--- config.mk ---
export PLATFORM = sky130hd
export DESIGN_NAME = bcd_alarm_unit
export DESIGN_NICKNAME = d
export VERILOG_FILES = /design/src/rtl/bcd_alarm_pkg.sv /design/src/rtl/alarm_wr_gate.sv /design/src/rtl/alarm_match.sv /design/src/rtl/alarm_flag_ctl.sv /design/src/rtl/bcd_alarm_unit.sv
export SDC_FILE = /design/constraint.sdc
export NUM_CORES = 1
export LEC_CHECK = 0
export BUFFER_PORTS_ARGS = -buffer_cell sky130_fd_sc_hd__buf_2
export CAP_MARGIN = 30
export CORE_MARGIN = 3
export CORE_UTILIZATION = 45
export CTS_CLUSTER_SIZE = 40
export DETAILED_ROUTE_END_ITERATION = 12
export PLACE_DENSITY = 0.84
export SYNTH_ARGS = -nofsm -noshare
export SYNTH_HDL_FRONTEND = slang
export SYNTH_SLANG_ARGS = --single-unit
--- constraint.sdc ---
create_clock -name clk -period 3 [get_ports clk]
set_input_delay 0.3 -clock clk [delete_from_list [all_inputs] [get_ports clk]]
set_output_delay 0.3 -clock clk [all_outputs]
set_load 0.02 [all_outputs]
--- src/rtl/bcd_alarm_pkg.sv ---
package bcd_alarm_pkg;

    localparam int WORD_W = 32;

    // Alarm word layout; bit positions are decoded by software
    typedef struct packed {
        logic       day_ign;   // 31
        logic       by_wday;   // 30
        logic [5:0] day;       // 29:24
        logic       hr_ign;    // 23
        logic       pm;        // 22
        logic [5:0] hr;        // 21:16
        logic       mn_ign;    // 15
        logic [6:0] mn;        // 14:8
        logic       sc_ign;    // 7
        logic [6:0] sc;        // 6:0
    } alm_word_t;

    typedef struct packed {
        logic [6:0] sc;
        logic [6:0] mn;
        logic [5:0] hr;
        logic       pm;
        logic [5:0] date;
        logic [2:0] wday;
    } cal_now_t;

    typedef struct packed {
        logic sc;
        logic mn;
        logic hr;
        logic day;
    } field_hit_t;

    function automatic logic field_ok(input logic ign, input logic eq);
        return ign | eq;
    endfunction

endpackage

--- src/rtl/alarm_wr_gate.sv ---
module alarm_wr_gate
    import bcd_alarm_pkg::*;
#(
    parameter int WAIT_CYC = 2
) (
    input  logic              clk,
    input  logic              rst,
    input  logic              cfg_we,
    input  logic              cfg_alm_en,
    input  logic              aw_we,
    input  logic [WORD_W-1:0] aw_data,
    output logic              en,
    output logic              ok,
    output alm_word_t         word
);
    localparam int CNT_W = (WAIT_CYC < 2) ? 1 : $clog2(WAIT_CYC);
    localparam logic [CNT_W-1:0] CNT_LAST = CNT_W'(WAIT_CYC - 1);

    logic             en_q;
    logic             ok_q;
    logic [CNT_W-1:0] cnt_q;
    alm_word_t        word_q;

    always_ff @(posedge clk) begin
        if (rst) begin
            en_q   <= 1'b0;
            ok_q   <= 1'b1;
            cnt_q  <= '0;
            word_q <= '0;
        end else begin
            if (cfg_we) en_q <= cfg_alm_en;
            if (aw_we && ok_q) word_q <= alm_word_t'(aw_data);
            if (cfg_we && cfg_alm_en) begin
                ok_q  <= 1'b0;
                cnt_q <= '0;
            end else if (!en_q && !ok_q) begin
                if (cnt_q == CNT_LAST) begin
                    ok_q  <= 1'b1;
                    cnt_q <= '0;
                end else begin
                    cnt_q <= cnt_q + 1'b1;
                end
            end
        end
    end

    assign en   = en_q;
    assign ok   = ok_q;
    assign word = word_q;

endmodule

--- src/rtl/alarm_match.sv ---
module alarm_match
    import bcd_alarm_pkg::*;
(
    input  alm_word_t  word,
    input  cal_now_t   now,
    output field_hit_t hits,
    output logic       all_hit
);
    logic day_eq;

    always_comb begin
        if (word.by_wday) day_eq = (word.day[3:0] == {1'b0, now.wday});
        else              day_eq = (word.day == now.date);

        hits.sc  = field_ok(word.sc_ign,  word.sc == now.sc);
        hits.mn  = field_ok(word.mn_ign,  word.mn == now.mn);
        hits.hr  = field_ok(word.hr_ign,  (word.hr == now.hr) && (word.pm == now.pm));
        hits.day = field_ok(word.day_ign, day_eq);
        all_hit  = &hits;
    end

endmodule

--- src/rtl/alarm_flag_ctl.sv ---
module alarm_flag_ctl (
    input  logic clk,
    input  logic rst,
    input  logic tick,
    input  logic en,
    input  logic match,
    input  logic clr,
    output logic flag,
    output logic evt
);
    logic flag_q;
    logic evt_q;
    logic hit;

    assign hit = tick & en & match;

    always_ff @(posedge clk) begin
        if (rst) begin
            flag_q <= 1'b0;
            evt_q  <= 1'b0;
        end else begin
            flag_q <= (flag_q & ~clr) | hit;
            evt_q  <= hit & (~flag_q | clr);
        end
    end

    assign flag = flag_q;
    assign evt  = evt_q;

endmodule

--- src/rtl/bcd_alarm_unit.sv ---
module bcd_alarm_unit
    import bcd_alarm_pkg::*;
#(
    parameter int WAIT_CYC = 2
) (
    input  logic        clk,
    input  logic        rst,
    input  logic        cal_tick,
    input  logic [6:0]  cur_sec,
    input  logic [6:0]  cur_min,
    input  logic [5:0]  cur_hour,
    input  logic        cur_pm,
    input  logic [5:0]  cur_date,
    input  logic [2:0]  cur_wday,
    input  logic        cfg_we,
    input  logic        cfg_alm_en,
    input  logic        cfg_irq_en,
    input  logic        aw_we,
    input  logic [31:0] aw_data,
    input  logic        flag_clr,
    output logic [31:0] alarm_word,
    output logic        alm_en,
    output logic        wr_ok,
    output logic        alarm_flag,
    output logic        alarm_evt,
    output logic        irq
);
    alm_word_t  word;
    cal_now_t   now;
    field_hit_t hits;
    logic       all_hit;
    logic       irq_en_q;

    assign now = '{sc: cur_sec, mn: cur_min, hr: cur_hour, pm: cur_pm,
                   date: cur_date, wday: cur_wday};

    alarm_wr_gate #(.WAIT_CYC(WAIT_CYC)) u_gate (
        .clk       (clk),
        .rst       (rst),
        .cfg_we    (cfg_we),
        .cfg_alm_en(cfg_alm_en),
        .aw_we     (aw_we),
        .aw_data   (aw_data),
        .en        (alm_en),
        .ok        (wr_ok),
        .word      (word)
    );

    alarm_match u_match (
        .word   (word),
        .now    (now),
        .hits   (hits),
        .all_hit(all_hit)
    );

    alarm_flag_ctl u_flag (
        .clk  (clk),
        .rst  (rst),
        .tick (cal_tick),
        .en   (alm_en),
        .match(all_hit),
        .clr  (flag_clr),
        .flag (alarm_flag),
        .evt  (alarm_evt)
    );

    always_ff @(posedge clk) begin
        if (rst)         irq_en_q <= 1'b0;
        else if (cfg_we) irq_en_q <= cfg_irq_en;
    end

    assign alarm_word = word;
    assign irq        = alarm_flag & irq_en_q;

endmodule

==> summary.md, run 1 <==
| Metric | Value |
|---|---|
| Final hold vios | 0 |
| Fmax | 579.5 MHz |
| Number of primary I/O pins | 107 |
| Largest net degree at the start of global routing | 37 |
| PD cells | 479.5 nW/um^2 |
| Share of cells above drive strength 1 | 0.3774 |
| WP depth | 5 |
| Simple-gate area share of the yosys netlist | 0.2285 |
| Fin nets | 381 |
| CTS HTree Levels | 2 |
| Sequential share of the synthesized area | 0.4541 |
| Synth Area in Compound Gates | 0.1202 |
| Routability cong. | 0.7331 |
| Initial antenna violation count | 0 |
| Worst-margin pin slew | 0.6511 ns |
| Cell Area, Synth | 1675 sq um |
| Core area | 3468 sq um |
| Req. time, crit path | 3.21 ns |
| Synth top area share | 0.4541 |
| Main synth FF type | dfxtp_1 |
| Final setup fails | 0 |
| Gr usage total | 0.1981 |
| Final core occ | 0.6699 |
| Synth cell types | 25 |
| Synth async-reset ratio | 0 |
| CTS Root Buffer Type | clkbuf_8 |
| Slew headroom | 0.5660 |
| EDFF count, synth | 0 |
| # fillers | 335 |
| Worst skew pair latency | 0.27 ns |
| CP top delay family | simple AND/OR/NAND/NOR gates |
| Post-CTS Hold Buffers | 0 |
| Post-Syn Area per Cell | 8.094 sq um |
| Worst setup SP type | register |
| # Max-Cap Violations | 0 |
| Clk pwr share | 0.297 |
| Antenna viol nets, final | 0 |
| Area of the multi-input gates | 865.8 sq um |
| Start of the worst register-to-register path | u_gate.word[9] |
| P&R area growth vs syn | 38.69% |
| Max-slew violation count | 0 |
| Area leader, netlist | dfxtp_1 |
| Setup crit end kind | register |
| Rows | 21 |
| First-pass GRT wire length | 6817 microns |
| Num CTS Buffers | 5 |
| DP HPWL | 3397 microns |
| Post-synth net total | 277 |
| FF+latch count, synth | 38 |
| Status | completed |
| TNS Setup | 0 ns |
| Hold_sp | aw_data[17] |
| Crit-path cells | xor2_1 -> nor4_1 -> a41oi_1 -> or4_4 -> nor3_2 |
| Register Area | 760.7 sq um |
| Minimum clock period | 1.726 ns |
| Post-synthesis adder-cell area fraction | 0 |
| Worst Hold Class | in -> reg |
| Port Buf Inserts | 106 |
| Psw | 304.6 uW |
| CP bufs+invs | 0 |
| Clock transition at path regs | 0.07 ns |
| Synth warn | 0 |
| FF-to-FF setup slack | 1.27 ns |
| Largest family of logic cells by synthesized area | simple AND/OR/NAND/NOR gates |
| Vias in the first global route | 1578 |
| Seq pwr share | 0.503 |
| Drt wl/cell | 12.35 microns |
| RSZ-0062 raised after global routing | false |
| DRC Markers | 0 |
| R2R Path End | u_flag.evt |
| # Post-CTS Setup Buffers | 0 |
| Peak supply drop | 0.0003462 V |
| Clock tree sinks | 38 |
| Gate power share | 0.200 |
| Die Wd | 67.02 microns |
| Top post-synthesis cells by area | dfxtp_1 45%, nand2_1 15%, xor2_1 10% |
| Xor-xnor portion of the synthesized cell area | 0.1621 |
| CP max FO | 3 |
| Crit path from | u_gate.word[9] |
| Resized cells post-CTS | 0 |
| Critical path's slowest cell | or4_4 |
| Overflow after GRT | 0 |
| Die height | 67.02 microns |
| Crit path arrival time | 1.93 ns |
| Max stage delay on crit path | 0.45 ns |
| Die area | 4491 sq um |
| Worst Reg-to-Reg Cells | 5 |
| WL final | 4398 microns |
| Pleak | 0.001154 uW |
| Post-Syn Instances | 207 |
| Sw Share | 0.2733 |
| Starting Density | 0.4830 |
| Hold EP | u_gate.word[17] |
| 1st-iter DRT viols | 146 |
| Period utilisation layout | 0.5752 |
| Non-Filler Instances | 356 |
| Internal Pwr Total | 809.6 uW |
| Crit Path Class | reg -> reg |
| Drt pass-1 iters | 4 |
| Via/cell ratio | 4.854 |
| Inserted Diodes | 0 |
| Vias | 1728 |
| Clock skew | 0.003359 ns |
| Max Root-Sink Buffers | 2 |
| Multiplexer area fraction after synthesis | 0.005975 |
| Worst Hold Depth | 3 |
| TritonCTS clock tree | built |
| Placed cell count | 350 |
[cell type report]
cell class | instances | share of cell area
clock buffers | 6 | 0.03554
inverters | 1 | 0.001616
repair buffers | 108 | 0.2380
multi-input cells | 157 | 0.3726
flip-flops and latches | 38 | 0.3274
well taps | 46 | 0.02477
[cell usage after synthesis (2+ instances only)]
cell type and count:
nand2b_1 2, xnor2_1 11, a21oi_1 33, nand4_1 2, nor2b_1 2, nor2_1 2, xor2_1 20, and2_1 2
nor4_1 4, dfxtp_1 38, clkbuf_1 10, nand2_1 68
[layer usage]
layer  wire length [microns]  track usage  vias up
met5                       0            0        -
met4                      78      0.07595        0
met3                     332      0.04384        9
met2                    2126       0.3436       63
met1                    1861       0.2347      772
li1                        -            -      884
[worst register-to-register path: cells and delay by family (launching register included)]
family,cells,cell delay [ns]
flip-flops,1,0.33
AND/OR/NAND/NOR,3,0.97
XOR/XNOR,1,0.16
AO/OA/AOI/OAI,1,0.20
[cell families after synthesis]
kind of cell,Yosys count
AOI/OAI and AO/OA,38
DFF,38
buffers and inverters,12
muxes,1
xor gates and xnor gates,31
and+or+nand+nor,87
[power groups by stage]
stage,Combinational (uW),Sequential (uW),Clock (uW)
global route,247,565,363
global placement,218,570,0
floorplan,94.1,603,0
CTS,225,560,339
finish,222,561,331
detailed placement,224,572,0
[worst max-delay path by stage]
stage,end,slack (ns)
2_1_floorplan,u_flag.evt,1.39
3_3_place_gp,u_flag.evt,1.33
3_5_place_dp,u_flag.evt,1.22
4_1_cts,u_flag.evt,1.27
5_1_grt,u_flag.evt,1.17
6_report,u_flag.evt,1.27
[flip-flops by register name (all words and copies together), names as in the netlist]
| register | cells |
|---|---|
| u_gate.word | 32 |
| irq_en_q | 1 |
| u_flag.evt | 1 |
| u_flag.flag | 1 |
| u_gate.cnt_q | 1 |
| u_gate.en | 1 |
| u_gate.ok | 1 |
[placed cells by master, fill, tap and decap left out, types with 2 or more instances in the layout]
cell / synthesis / final
nor4_1: 4 / 4
nor2b_1: 2 / 2
a21oi_1: 33 / 33
nand2b_1: 2 / 2
nand4_1: 2 / 2
dfxtp_1: 38 / 38
buf_2: 0 / 106
clkbuf_8: 0 / 6
and2_1: 2 / 2
nand2_1: 68 / 68
nor2_1: 2 / 2
xnor2_1: 11 / 11
xor2_1: 20 / 20
[per-stage QoR]
step | setup WS [ns] | hold slack, ns | cell area, sq um | total power, uW
after global routing | 1.170 | 0.2538 | 2323 | 1175
after detailed placement | 1.218 | 0.4681 | 2241 | 796.1
after CTS | 1.273 | 0.2487 | 2323 | 1125
after global placement | 1.326 | 0.4648 | 2226 | 787.8
after floorplan | 1.387 | 0.4343 | 1675 | 697.5
final | 1.274 | 0.2556 | 2323 | 1114
No activity file was read; power rests on OpenSTA's default activity.
==> inputs of run 2 (changes only) <==
--- a/config.mk
+++ b/config.mk
@@ -8,10 +8,10 @@
 export BUFFER_PORTS_ARGS = -buffer_cell sky130_fd_sc_hd__buf_2
 export CAP_MARGIN = 30
 export CORE_MARGIN = 3
-export CORE_UTILIZATION = 45
+export CORE_UTILIZATION = 42
 export CTS_CLUSTER_SIZE = 40
 export DETAILED_ROUTE_END_ITERATION = 12
-export PLACE_DENSITY = 0.84
+export PLACE_DENSITY = 0.79
 export SYNTH_ARGS = -nofsm -noshare
 export SYNTH_HDL_FRONTEND = slang
 export SYNTH_SLANG_ARGS = --single-unit
==> constraint.sdc (replaced) <==
create_clock -name clk -period 1.7 [get_ports clk]
set_input_delay 0.17 -clock clk [delete_from_list [all_inputs] [get_ports clk]]
set_output_delay 0.17 -clock clk [all_outputs]
set_load 0.02 [all_outputs]
==> run 2 against run 1 <==
Compared with the run above: first-iteration DRC count decreased by 35%; total power up 74%; sequential share of layout area decreased by 0.10 points; global-route usage shrank 1.0 points; clock skew increased by 0.00066 ns; hold slack got worse by 0.13 ns; clock power up 67%; utilization decreased by 4.6 points; sequential power is 76% higher; final cell count grew 1.4%.
==> summary.md, run 2 (synthesis gave the netlist of run 1 again) <==
| Metric | Value |
|---|---|
| Req. time, crit path | 1.91 ns |
| Sw Share | 0.2767 |
| Share of cells above drive strength 1 | 0.3834 |
| P&R area growth vs syn | 39.36% |
| Worst skew pair latency | 0.27 ns |
| Worst setup SP type | register |
| RSZ-0062 raised after global routing | true |
| Max Root-Sink Buffers | 2 |
| Clock transition at path regs | 0.07 ns |
| Max-slew violation count | 0 |
| Vias in the first global route | 1678 |
| Fmax | 601.7 MHz |
| Crit Path Class | reg -> reg |
| CP top delay family | simple AND/OR/NAND/NOR gates |
| Die area | 4783 sq um |
| Minimum clock period | 1.662 ns |
| Overflow after GRT | 0 |
| CTS HTree Levels | 2 |
| Final setup fails | 0 |
| Total power | 1935 uW |
| Largest net degree at the start of global routing | 36 |
| Number of primary I/O pins | 107 |
| Worst Hold Class | in -> reg |
| Setup crit end kind | register |
| Clock skew | 0.004015 ns |
| Fin nets | 383 |
| Core area | 3744 sq um |
| Seq pwr share | 0.511 |
| Status | completed |
| Port Buf Inserts | 106 |
| Worst-margin pin slew | 0.4106 ns |
| Post-CTS Hold Buffers | 0 |
| Antenna viol nets, final | 0 |
| Max FFs per register | 32 |
| Die Wd | 69.16 microns |
| TritonCTS clock tree | built |
| Crit-path cells | xor2_1 -> nor4_1 -> a41oi_1 -> or4_4 -> o2bb2ai_2 |
| Final hold vios | 0 |
| CP bufs+invs | 0 |
| Clock tree sinks | 38 |
| Gate power share | 0.204 |
| Non-Filler Instances | 361 |
| # fillers | 370 |
| Routability cong. | 0.8316 |
| Inserted Diodes | 0 |
| Slew headroom | 0.7263 |
| Vias | 1708 |
| Commonest non-fill, non-tap cells in the layout | 106 x buf_2, 68 x nand2_1, 37 x dfxtp_1 |
| # Max-Cap Violations | 0 |
| CP max FO | 2 |
| Pleak | 0.001159 uW |
| PD cells | 828.6 nW/um^2 |
| Drt pass-1 iters | 4 |
| Critical path's slowest cell | or4_4 |
| Clk pwr share | 0.285 |
| Drt wl/cell | 12.08 microns |
| Period utilisation layout | 0.9776 |
| Placed cell count | 353 |
| WL final | 4361 microns |
| Rows | 22 |
| Via/cell ratio | 4.731 |
| DRC Markers | 0 |
| CTS Root Buffer Type | clkbuf_8 |
| Psw | 535.4 uW |
| Commonest non-fill, non-tap cell in the layout | buf_2 |
| First-pass GRT wire length | 7396 microns |
| 1st-iter DRT viols | 95 |
| Die height | 69.16 microns |
| Crit path arrival time | 1.87 ns |
| Internal Pwr Total | 1399 uW |
| Peak supply drop | 0.0008266 V |
| Gr usage total | 0.1879 |
| Num CTS Buffers | 5 |
| DP HPWL | 3372 microns |
| Starting Density | 0.4475 |
| Initial antenna violation count | 0 |
| Max stage delay on crit path | 0.47 ns |
[run 2: cell types whose count changed in the layout (fill, tap and decap cells not counted)]
cell	change
buf_4	+3
buf_8	-1
clkbuf_1	+2
clkbuf_8	-1
dfxtp_1	-1
dfxtp_2	+1
o2bb2ai_1	-1
o2bb2ai_2	+1
[run 2: per-stage QoR]
step                 TNS, ns  worst slack, ns  hold slack, ns  utilization  cell area [sq um]
finish                     0          0.03816          0.1259       0.6237               2335
global route        -0.04649         -0.02728          0.1238       0.6237               2335
CTS                        0         0.006394          0.1207       0.6197               2320
detailed placement         0          0.01577          0.4158       0.5993               2243
global placement           0           0.1034          0.4110       0.5993               2243
floorplan                  0          0.08712          0.3043            -               1675
[run 2: path summary, 6_finish.rpt]
path,from,to,slack (ns),depth (start not counted)
setup reg to reg,u_gate.word[9],u_flag.flag,0.04,5
setup / recovery,u_gate.word[9],u_flag.flag,0.04,5
hold reg to reg,u_gate.word[23],u_gate.word[23],0.47,2
hold / removal,aw_data[20],u_gate.word[20],0.13,3
[run 2: cell type report]
| class | instances | area (sq um) | share of cell area |
|---|---|---|---|
| Inverter | 1 | 3.754 | 0.001608 |
| Timing Repair Buffer | 110 | 560.5 | 0.2401 |
| Multi-Input combinational cell | 157 | 872.1 | 0.3735 |
| Tap cell | 48 | 60.06 | 0.02572 |
| Sequential cell | 38 | 762.0 | 0.3264 |
| Clock buffer | 7 | 76.32 | 0.03269 |
[run 2: what timing repair did]
| action | CTS | global route |
|---|---|---|
| setup buffers | 0 | 1 |
| setup endpoints to repair | 1 | 2 |
| gates cloned | 0 | 0 |
| gates resized for setup | 0 | 2 |
| pin swaps | 1 | 2 |
[run 2: power by group through the flow]
stage / sequential, uW / clock, uW / combinational [uW]
CTS: 990 / 568 / 397
detailed placement: 1010 / 0 / 395
finish: 989 / 552 / 394
global route: 998 / 618 / 437
floorplan: 1060 / 0 / 166
global placement: 1010 / 0 / 392
[run 2: routing by layer]
layer  GRT usage  wire length [microns]  vias up
met2      0.3104                   2098       75
met1      0.2276                   1799      743
met3     0.06706                    405        6
met4     0.05857                     58        0
li1            -                      -      884
met5           0                      0        -
[run 2: worst min-delay path: cells and delay by family]
kind                   cells  cell delay, ns
buffers and inverters      1            0.09
AO/OA/AOI/OAI              1            0.05
AND/OR/NAND/NOR            1            0.04
